`config.mk`:
```
export PLATFORM = sky130hd
export DESIGN_NAME = grouped_dbi_codec
export DESIGN_NICKNAME = d
export VERILOG_FILES = /design/src/rtl/dbi_pkg.sv /design/src/rtl/dbi_lane_enc.sv /design/src/rtl/dbi_lane_dec.sv /design/src/rtl/dbi_tx.sv /design/src/rtl/dbi_rx.sv /design/src/rtl/grouped_dbi_codec.sv
export SDC_FILE = /design/constraint.sdc
export NUM_CORES = 2
export LEC_CHECK = 0
export ABC_AREA = 1
export BUFFER_PORTS_ARGS = -buffer_cell sky130_fd_sc_hd__buf_2
export CORE_AREA = 2 2 435 437
export CTS_CLUSTER_SIZE = 8
export DETAILED_ROUTE_END_ITERATION = 8
export DIE_AREA = 0 0 437 439
export GPL_TIMING_DRIVEN = 0
export PLACE_DENSITY_LB_ADDON = 0.1
export REMOVE_ABC_BUFFERS = 1
export SYNTH_ARGS = -nofsm -noshare
export SYNTH_HDL_FRONTEND = slang
export SYNTH_SLANG_ARGS = --single-unit
```
`constraint.sdc`:
```
create_clock -name clk -period 39 [get_ports clk]
set_input_delay 3.9 -clock clk [delete_from_list [all_inputs] [get_ports clk]]
set_output_delay 3.9 -clock clk [all_outputs]
set_load 0.03 [all_outputs]
```
`src/rtl/dbi_pkg.sv`:
```
`timescale 1ns/1ps
package dbi_pkg;
  localparam int unsigned DEF_DATA_W = 64;
  localparam int unsigned DEF_LANE_W = 16;
  localparam int unsigned DEF_BEATS  = 4;

  // Inversion pays off only when more than half the wires would move.
  function automatic logic exceeds_half(input int unsigned toggles, input int unsigned width);
    return toggles > (width / 2);
  endfunction
endpackage

```
`src/rtl/dbi_lane_enc.sv`:
```
`timescale 1ns/1ps
module dbi_lane_enc #(
  parameter int unsigned LANE_W = dbi_pkg::DEF_LANE_W
) (
  input  logic [LANE_W-1:0] prev_wire,
  input  logic [LANE_W-1:0] data,
  output logic [LANE_W-1:0] wire_n,
  output logic              inv,
  output logic              par
);
  logic [LANE_W-1:0] plain_level;

  // Active-low pins: an uninverted lane carries the complement of the data.
  assign plain_level = ~data;
  assign inv    = dbi_pkg::exceeds_half($countones(plain_level ^ prev_wire), LANE_W);
  assign wire_n = inv ? data : plain_level;
  assign par    = ^data;
endmodule

```
`src/rtl/dbi_lane_dec.sv`:
```
`timescale 1ns/1ps
module dbi_lane_dec #(
  parameter int unsigned LANE_W = dbi_pkg::DEF_LANE_W
) (
  input  logic [LANE_W-1:0] wire_n,
  input  logic              flag_n,
  input  logic              par,
  output logic [LANE_W-1:0] data,
  output logic              err
);
  assign data = flag_n ? ~wire_n : wire_n;
  assign err  = (^data) ^ par;
endmodule

```
`src/rtl/dbi_tx.sv`:
```
`timescale 1ns/1ps
module dbi_tx #(
  parameter int unsigned DATA_W = dbi_pkg::DEF_DATA_W,
  parameter int unsigned LANE_W = dbi_pkg::DEF_LANE_W,
  parameter int unsigned BEATS  = dbi_pkg::DEF_BEATS,
  localparam int unsigned LANES = DATA_W / LANE_W
) (
  input  logic                    clk,
  input  logic                    rst_n,
  input  logic [BEATS-1:0]        in_valid,
  input  logic [BEATS*DATA_W-1:0] in_word,
  output logic [BEATS-1:0]        out_rdy,
  output logic [BEATS*DATA_W-1:0] out_wire_n,
  output logic [BEATS*LANES-1:0]  out_flag_n,
  output logic [BEATS*LANES-1:0]  out_par
);
  logic [DATA_W-1:0] hist_q, hist_d;
  logic              hist_en;
  logic [DATA_W-1:0] chain    [BEATS+1];
  logic [DATA_W-1:0] enc_wire [BEATS];
  logic [LANES-1:0]  enc_inv  [BEATS];
  logic [LANES-1:0]  enc_par  [BEATS];

  logic [BEATS*DATA_W-1:0] wire_d;
  logic [BEATS*LANES-1:0]  flag_d;
  logic [BEATS*LANES-1:0]  par_d;

  assign chain[0] = hist_q;

  for (genvar b = 0; b < BEATS; b++) begin : g_beat
    for (genvar l = 0; l < LANES; l++) begin : g_lane
      dbi_lane_enc #(.LANE_W(LANE_W)) u_enc (
        .prev_wire (chain[b][l*LANE_W +: LANE_W]),
        .data      (in_word[b*DATA_W + l*LANE_W +: LANE_W]),
        .wire_n    (enc_wire[b][l*LANE_W +: LANE_W]),
        .inv       (enc_inv[b][l]),
        .par       (enc_par[b][l])
      );

      assert_toggle_cap_R2: assert property (@(posedge clk) disable iff (!rst_n)
        in_valid[b] |-> ($countones(enc_wire[b][l*LANE_W +: LANE_W] ^ chain[b][l*LANE_W +: LANE_W]) <= LANE_W/2));

      assert_restorable_R3: assert property (@(posedge clk) disable iff (!rst_n)
        in_valid[b] |-> ((enc_inv[b][l] ? enc_wire[b][l*LANE_W +: LANE_W] : ~enc_wire[b][l*LANE_W +: LANE_W])
                         == in_word[b*DATA_W + l*LANE_W +: LANE_W]));

      assert_even_parity_R6: assert property (@(posedge clk) disable iff (!rst_n)
        in_valid[b] |-> !(^{in_word[b*DATA_W + l*LANE_W +: LANE_W], enc_par[b][l]}));
    end

    // An idle beat passes the held level straight through to the next beat.
    assign chain[b+1] = in_valid[b] ? enc_wire[b] : chain[b];

    assert_rdy_follows_R8: assert property (@(posedge clk) disable iff (!rst_n)
      in_valid[b] |=> out_rdy[b]);

    assert_idle_outputs_R5: assert property (@(posedge clk) disable iff (!rst_n)
      !out_rdy[b] |-> ((&out_flag_n[b*LANES +: LANES]) && (out_par[b*LANES +: LANES] == '0)));
  end

  always_comb begin
    hist_en = |in_valid;
    hist_d  = chain[BEATS];
    for (int b = 0; b < BEATS; b++) begin
      wire_d[b*DATA_W +: DATA_W] = chain[b+1];
      flag_d[b*LANES +: LANES]   = in_valid[b] ? ~enc_inv[b] : '1;
      par_d[b*LANES +: LANES]    = in_valid[b] ? enc_par[b]  : '0;
    end
  end

  always_ff @(posedge clk or negedge rst_n) begin
    if (!rst_n) begin
      hist_q     <= '1;
      out_wire_n <= '1;
      out_flag_n <= '1;
      out_par    <= '0;
      out_rdy    <= '0;
    end else begin
      if (hist_en) hist_q <= hist_d;
      out_wire_n <= wire_d;
      out_flag_n <= flag_d;
      out_par    <= par_d;
      out_rdy    <= in_valid;
    end
  end

  assert_history_kept_R5: assert property (@(posedge clk) disable iff (!rst_n)
    !(|in_valid) |=> $stable(hist_q));
endmodule

```
`src/rtl/dbi_rx.sv`:
```
`timescale 1ns/1ps
module dbi_rx #(
  parameter int unsigned DATA_W = dbi_pkg::DEF_DATA_W,
  parameter int unsigned LANE_W = dbi_pkg::DEF_LANE_W,
  parameter int unsigned BEATS  = dbi_pkg::DEF_BEATS,
  localparam int unsigned LANES = DATA_W / LANE_W
) (
  input  logic                    clk,
  input  logic                    rst_n,
  input  logic [BEATS-1:0]        in_rdy,
  input  logic [BEATS*DATA_W-1:0] in_wire_n,
  input  logic [BEATS*LANES-1:0]  in_flag_n,
  input  logic [BEATS*LANES-1:0]  in_par,
  output logic [BEATS-1:0]        out_vld,
  output logic [BEATS*DATA_W-1:0] out_data,
  output logic [BEATS*LANES-1:0]  out_err
);
  logic [BEATS*DATA_W-1:0] data_d;
  logic [BEATS*LANES-1:0]  err_d;

  for (genvar b = 0; b < BEATS; b++) begin : g_beat
    for (genvar l = 0; l < LANES; l++) begin : g_lane
      dbi_lane_dec #(.LANE_W(LANE_W)) u_dec (
        .wire_n (in_wire_n[b*DATA_W + l*LANE_W +: LANE_W]),
        .flag_n (in_flag_n[b*LANES + l]),
        .par    (in_par[b*LANES + l]),
        .data   (data_d[b*DATA_W + l*LANE_W +: LANE_W]),
        .err    (err_d[b*LANES + l])
      );
    end

    always_ff @(posedge clk or negedge rst_n) begin
      if (!rst_n) begin
        out_data[b*DATA_W +: DATA_W] <= '0;
        out_err[b*LANES +: LANES]    <= '0;
      end else if (in_rdy[b]) begin
        out_data[b*DATA_W +: DATA_W] <= data_d[b*DATA_W +: DATA_W];
        out_err[b*LANES +: LANES]    <= err_d[b*LANES +: LANES];
      end
    end

    assert_vld_follows_R9: assert property (@(posedge clk) disable iff (!rst_n)
      in_rdy[b] |=> out_vld[b]);

    assert_idle_hold_R11: assert property (@(posedge clk) disable iff (!rst_n)
      !in_rdy[b] |=> ($stable(out_data[b*DATA_W +: DATA_W]) && $stable(out_err[b*LANES +: LANES])));
  end

  always_ff @(posedge clk or negedge rst_n) begin
    if (!rst_n) out_vld <= '0;
    else        out_vld <= in_rdy;
  end
endmodule

```
`src/rtl/grouped_dbi_codec.sv`:
```
`timescale 1ns/1ps
module grouped_dbi_codec #(
  parameter int unsigned DATA_W = dbi_pkg::DEF_DATA_W,
  parameter int unsigned LANE_W = dbi_pkg::DEF_LANE_W,
  parameter int unsigned BEATS  = dbi_pkg::DEF_BEATS,
  localparam int unsigned LANES = DATA_W / LANE_W
) (
  input  logic                    clk,
  input  logic                    rst_n,
  input  logic [BEATS-1:0]        tx_valid,
  input  logic [BEATS*DATA_W-1:0] tx_word,
  output logic [BEATS-1:0]        tx_rdy,
  output logic [BEATS*DATA_W-1:0] tx_wire_n,
  output logic [BEATS*LANES-1:0]  tx_flag_n,
  output logic [BEATS*LANES-1:0]  tx_par,
  input  logic [BEATS-1:0]        rx_rdy,
  input  logic [BEATS*DATA_W-1:0] rx_wire_n,
  input  logic [BEATS*LANES-1:0]  rx_flag_n,
  input  logic [BEATS*LANES-1:0]  rx_par,
  output logic [BEATS-1:0]        rx_vld,
  output logic [BEATS*DATA_W-1:0] rx_data,
  output logic [BEATS*LANES-1:0]  rx_perr
);
  logic [1:0] rst_pipe;
  logic       core_rst_n;

  // Reset asserts at once and is released two clocks later.
  always_ff @(posedge clk or negedge rst_n) begin
    if (!rst_n) rst_pipe <= '0;
    else        rst_pipe <= {rst_pipe[0], 1'b1};
  end
  assign core_rst_n = rst_pipe[1];

  dbi_tx #(.DATA_W(DATA_W), .LANE_W(LANE_W), .BEATS(BEATS)) u_tx (
    .clk        (clk),
    .rst_n      (core_rst_n),
    .in_valid   (tx_valid),
    .in_word    (tx_word),
    .out_rdy    (tx_rdy),
    .out_wire_n (tx_wire_n),
    .out_flag_n (tx_flag_n),
    .out_par    (tx_par)
  );

  dbi_rx #(.DATA_W(DATA_W), .LANE_W(LANE_W), .BEATS(BEATS)) u_rx (
    .clk       (clk),
    .rst_n     (core_rst_n),
    .in_rdy    (rx_rdy),
    .in_wire_n (rx_wire_n),
    .in_flag_n (rx_flag_n),
    .in_par    (rx_par),
    .out_vld   (rx_vld),
    .out_data  (rx_data),
    .out_err   (rx_perr)
  );
endmodule

```
* Word-level counts from Yosys, hierarchy flattened *
Index checks and enable logic that the tools add are counted.

word-level totals
  memories = 0
  RAM bits = 0
  ROM bits = 0
  input port bits = 554
  bits in latches = 0
  flip-flop bits (word level) = 634
  output and inout bits = 568

cells by class
  shifts and indexed selects = 0
  reduce and logical (&&, ||, !) cells = 33
  div/mod/pow operators = 0
  multipliers = 0
  multiplexer cells = 44
  bitwise gates (word level) = 68
  add/sub/neg operators = 240
  equality and inequality tests = 0
  $lt $le $gt $ge = 16

operator list
  operator                                                        number
  2-to-1 mux 16 bit                                               32
  inverter 16 bit                                                 32
  parity 16 bit                                                   32
  adder 1 x 1 -> 2 bit                                            128
  2-to-1 mux 64 bit                                               4
  XOR 16 bit                                                      16
  adder 2 x 2 -> 3 bit                                            64
  adder 3 x 3 -> 4 bit                                            32
  adder 4 x 4 -> 5 bit                                            16
  greater-than comparator 5 x 4 -> 1 bit (second input constant)  16
  2-to-1 mux 4 bit                                                8
  inverter 4 bit                                                  4
  XOR 1 bit                                                       16
  OR reduction 4 bit                                              1

* Longest topological paths before layout *
  word-level depth = 33
  depth in mapped cells = 71

* By module *
A second synthesis with hierarchy kept.

second synthesis, totals
  cells, all modules = 8928
  area, all modules = 58479.8 um^2

by module, submodules not included
  module                                             sequential area each (um^2)  area an instance (um^2)  cells each  instances
  dbi_tx                                             9328.9                       14621.5                  1489        1
  dbi_lane_dec                                       0.0                          767.0                    166         16
  dbi_lane_enc (u_tx.g_beat[0].g_lane[0].u_enc ...)  0.0                          1336.3                   233         9
  dbi_rx                                             6906.6                       10401.2                  1156        1
  dbi_lane_enc (u_tx.g_beat[2].g_lane[2].u_enc ...)  0.0                          1261.2                   206         4
  dbi_lane_enc (u_tx.g_beat[2].g_lane[1].u_enc ...)  0.0                          1326.3                   230         2
  dbi_lane_enc (u_tx.g_beat[3].g_lane[0].u_enc)      0.0                          1407.6                   243         1
  grouped_dbi_codec                                  50.0                         53.8                     3           1

* Worst setup path after synthesis *
OpenSTA, ideal clock, no wires.

  path kind = input -> register
  from = in tx_word[47]
  to = reg u_tx.hist_q[39]
  required time = 38.939 ns
  stages on the path = 66
  path slack = 20.323 ns
  path buffers = 4
  arrival time = 18.616 ns
  cell sequence = xnor2_1 > fa_1 > fa_1 > fa_1 > fa_1 > ha_1 > inv_1 > fa_1 > inv_1 > nor2_1 > nand3_1 > nand3_2 > nand2_2 > buf_2 > nand2_1 > nand3_1 > nand2_1 > xor2_1 > [... 30 more ...] > nand3_1 > nand3_1 > nand2_1 > fa_1 > fa_1 > fa_1 > fa_1 > ha_1 > inv_1 > fa_1 > xor2_1 > nand2_1 > nor2_1 > o21ai_4 > buf_6 > xor2_1 > nand2_1 > nand2_1

RTL lines
  element               RTL line                 RTL
  start, declared       grouped_dbi_codec.sv:11  input logic [BEATS*DATA_W-1:0] tx_word,
  end signal, assigned  dbi_tx.sv:79             if (hist_en) hist_q <= hist_d;
  end, declared         dbi_tx.sv:17             logic [DATA_W-1:0] hist_q, hist_d;

==> run_results.csv <==
group,metric,value,unit
timing,maxSlewViolCount,0,
route,drt-total-wl,200,mm
global_route,grt_pass1_wl,284,mm
critical_path,crit_path_max_fanout,33,
die,start_util,0.242,
cts,cts_buffer_depth,3,
synth,syn_area,0.0453,mm2
die,ios,1122,
placement,post-dp-hpwl,158,mm
layout,fin_area,0.0565,mm2
cts,ctsRootBufferMaster,"clkbuf_16",
timing,fin_tns_setup,0,ns
die,rows,159,
synth,syn-mean-instance-area,8.24,um2
hold_path,min_path_type,"reg2reg",
cts,cts_hold_buffers,0,
layout,syn_to_final_growth,24.9,%
synth,synth_cell_type_count,28,
timing,setup_viol,0,
route,wl_per_cell,22.1,um
layout,layout_common_cells,"nand2_1, buf_2, nand3_1",
outcome,status,"finished, final reports clean",
run,drv_cap,0,
die,die_w,437,um
timing,hold_viol_final,0,
route,vias,40119,
timing,fin_crit,22.72,ns
cts,clk_pin_slew,0.06,ns
timing,tightestPinTransition,1.29,ns
route,drt-initial-drc-count,2582,
cts,cts_resized,0,
die,core_region_area,0.187,mm2
route,via_per_inst,4.43,
synth,synthCells,5491,
critical_path,critPathLaunchType,"primary input",
synth,synth-seq-cells,634,
global_route,grt-ovfl-total,0,
cts,post_cts_buffers,0,
route,drtPass1Iterations,6,
placement,portBuffers,1121,
timing,hold_ws,0.344,ns
layout,layout.nets,7275,
placement,place_area,0.0535,mm2
cts,cts_max_level,3,
critical_path,crit_type,"in2reg",
cts,cts_sinks,634,
timing,relSlewSlack,0.138,
cts,clock_latency,0.74,ns
critical_path,critPathArrivalTime,23.37,ns
die,die_h,439,um
timing,finalCritPeriodShare,0.583,
critical_path,cpMostUsedCell,"fa_1",
timing,fmax,44.0,MHz
global_route,grt_start_max_net_pins,122,
die,die-area,0.192,mm2
cts,cts_made_buffers,95,
synth,yosys_warnings,0,
timing,rsz0062_at_grt,"no",
cts,cts_tree,"yes",
timing,finClkSkew,0.0420,ns
critical_path,required,39.65,ns
layout,num-fill-cells,20188,
layout,final_layout_size_suffix_gt1_frac,0.265,
route,antenna_left,0,
critical_path,cp-end-kind,"register",
global_route,grt_pass1_vias,39841,
critical_path,cpMaxStageDelayCell,"nand2_2",
global_route,gr-usage-all-layers,0.203,
critical_path,critPathMaxStageDelay,1.00,ns
global_route,antenna_found_initial,84,
route,drcViolationCount,0,
layout,final_common_cell,"nand2_1",
synth,ys_seq_area_frac,0.360,
placement,finalWeightedCongestion,0.856,
-- cell type report --
| class | count | area [um2] | share of cell area |
|---|---|---|---|
| clock inverters | 11 | 224 | 0.00396 |
| clock buffers | 149 | 2710 | 0.0480 |
| multi-input cells | 4139 | 26100 | 0.461 |
| well taps | 2495 | 3120 | 0.0552 |
| repair buffers | 1145 | 6300 | 0.111 |
| flip-flops and latches | 634 | 16300 | 0.288 |
| inverters | 466 | 1770 | 0.0314 |
| diodes | 20 | 50.0 | 0.000886 |
-- state kept, by name, indices dropped and copies added (netlist names) --
name,flops
u_rx.out_err,16
u_tx.out_flag_n,16
u_tx.hist_q,64
u_rx.out_data,256
u_tx.out_wire_n,256
u_tx.out_rdy,4
rst_pipe,2
u_rx.out_vld,4
u_tx.out_par,16
-- worst paths after layout --
| kind | start | endpoint | slack [ns] | depth (start not counted) |
|---|---|---|---|---|
| hold / removal | rst_pipe[0] | rst_pipe[1] | 0.34 | 0 |
| setup reg to reg | u_tx.hist_q[31] | u_tx.out_wire_n[212] | 19.10 | 61 |
| hold reg to reg | rst_pipe[0] | rst_pipe[1] | 0.34 | 0 |
| max in group asynchronous | rst_n | rst_pipe[1] | 35.93 | 1 |
| min in group asynchronous | rst_pipe[1] | u_tx.out_wire_n[104] | 0.65 | 0 |
| setup / recovery | tx_word[25] | u_tx.out_wire_n[212] | 16.28 | 62 |
-- synthesized netlist by cell type --
master	n	area, um2
conb_1	1	3.75
dfrtp_1	298	7460
fa_1	160	3200
o21ai_0	280	1400
nand3_4	4	70.1
nand2_4	8	90.1
nor2_1	16	60.1
o21ai_4	8	130
or2_2	66	413
clkbuf_1	133	499
o21ai_1	4	20.0
a21oi_1	28	140
buf_4	19	143
ha_1	80	1000
xor2_1	329	2880
buf_2	56	280
nand3_1	1006	5030
nand2_2	23	144
buf_1	32	120
nand2_1	1427	5360
o21ai_2	8	70.1
inv_2	3	11.3
buf_6	12	135
dfstp_2	336	8830
nand3_2	4	40.0
xnor2_1	663	5810
inv_1	463	1740
nand3b_1	24	180
-- stage by stage --
step | std cells | util | worst slack, ns
global placement | 8855 | 0.282 | 8.85
finish | 9059 | 0.302 | 16.28
detailed placement | 8879 | 0.286 | 15.43
floorplan | 5239 | - | 19.71
global route | 9051 | 0.302 | 15.41
CTS | 9039 | 0.302 | 16.25
-- cells by family after synthesis --
| family | Yosys count | synth area share |
|---|---|---|
| adder cells (fa/ha/maj) | 240 | 0.0929 |
| other | 1 | 0.0000829 |
| AO/OA/AOI/OAI | 328 | 0.0389 |
| AND/OR/NAND/NOR | 2578 | 0.252 |
| XOR/XNOR | 992 | 0.192 |
| flip-flops | 634 | 0.360 |
| buffers and inverters | 718 | 0.0647 |
-- layer usage --
metal  track usage  routed length, um
met5             0                226
met4        0.0835               8540
met3        0.0458              12400
met2         0.371             104000
met1         0.224              75300
-- critical path, delay by kind of cell --
kind	cells	cell delay [ns]
AND/OR/NAND/NOR	24	5.18
AO/OA/AOI/OAI	3	1.91
adder cells (fa/ha/maj)	24	10.80
XOR/XNOR	5	0.93
buffers and inverters	6	0.51
Power is left out: the tool's default activity adds up to more than one toggle a clock period on the data nets, which glitch-free logic cannot reach.
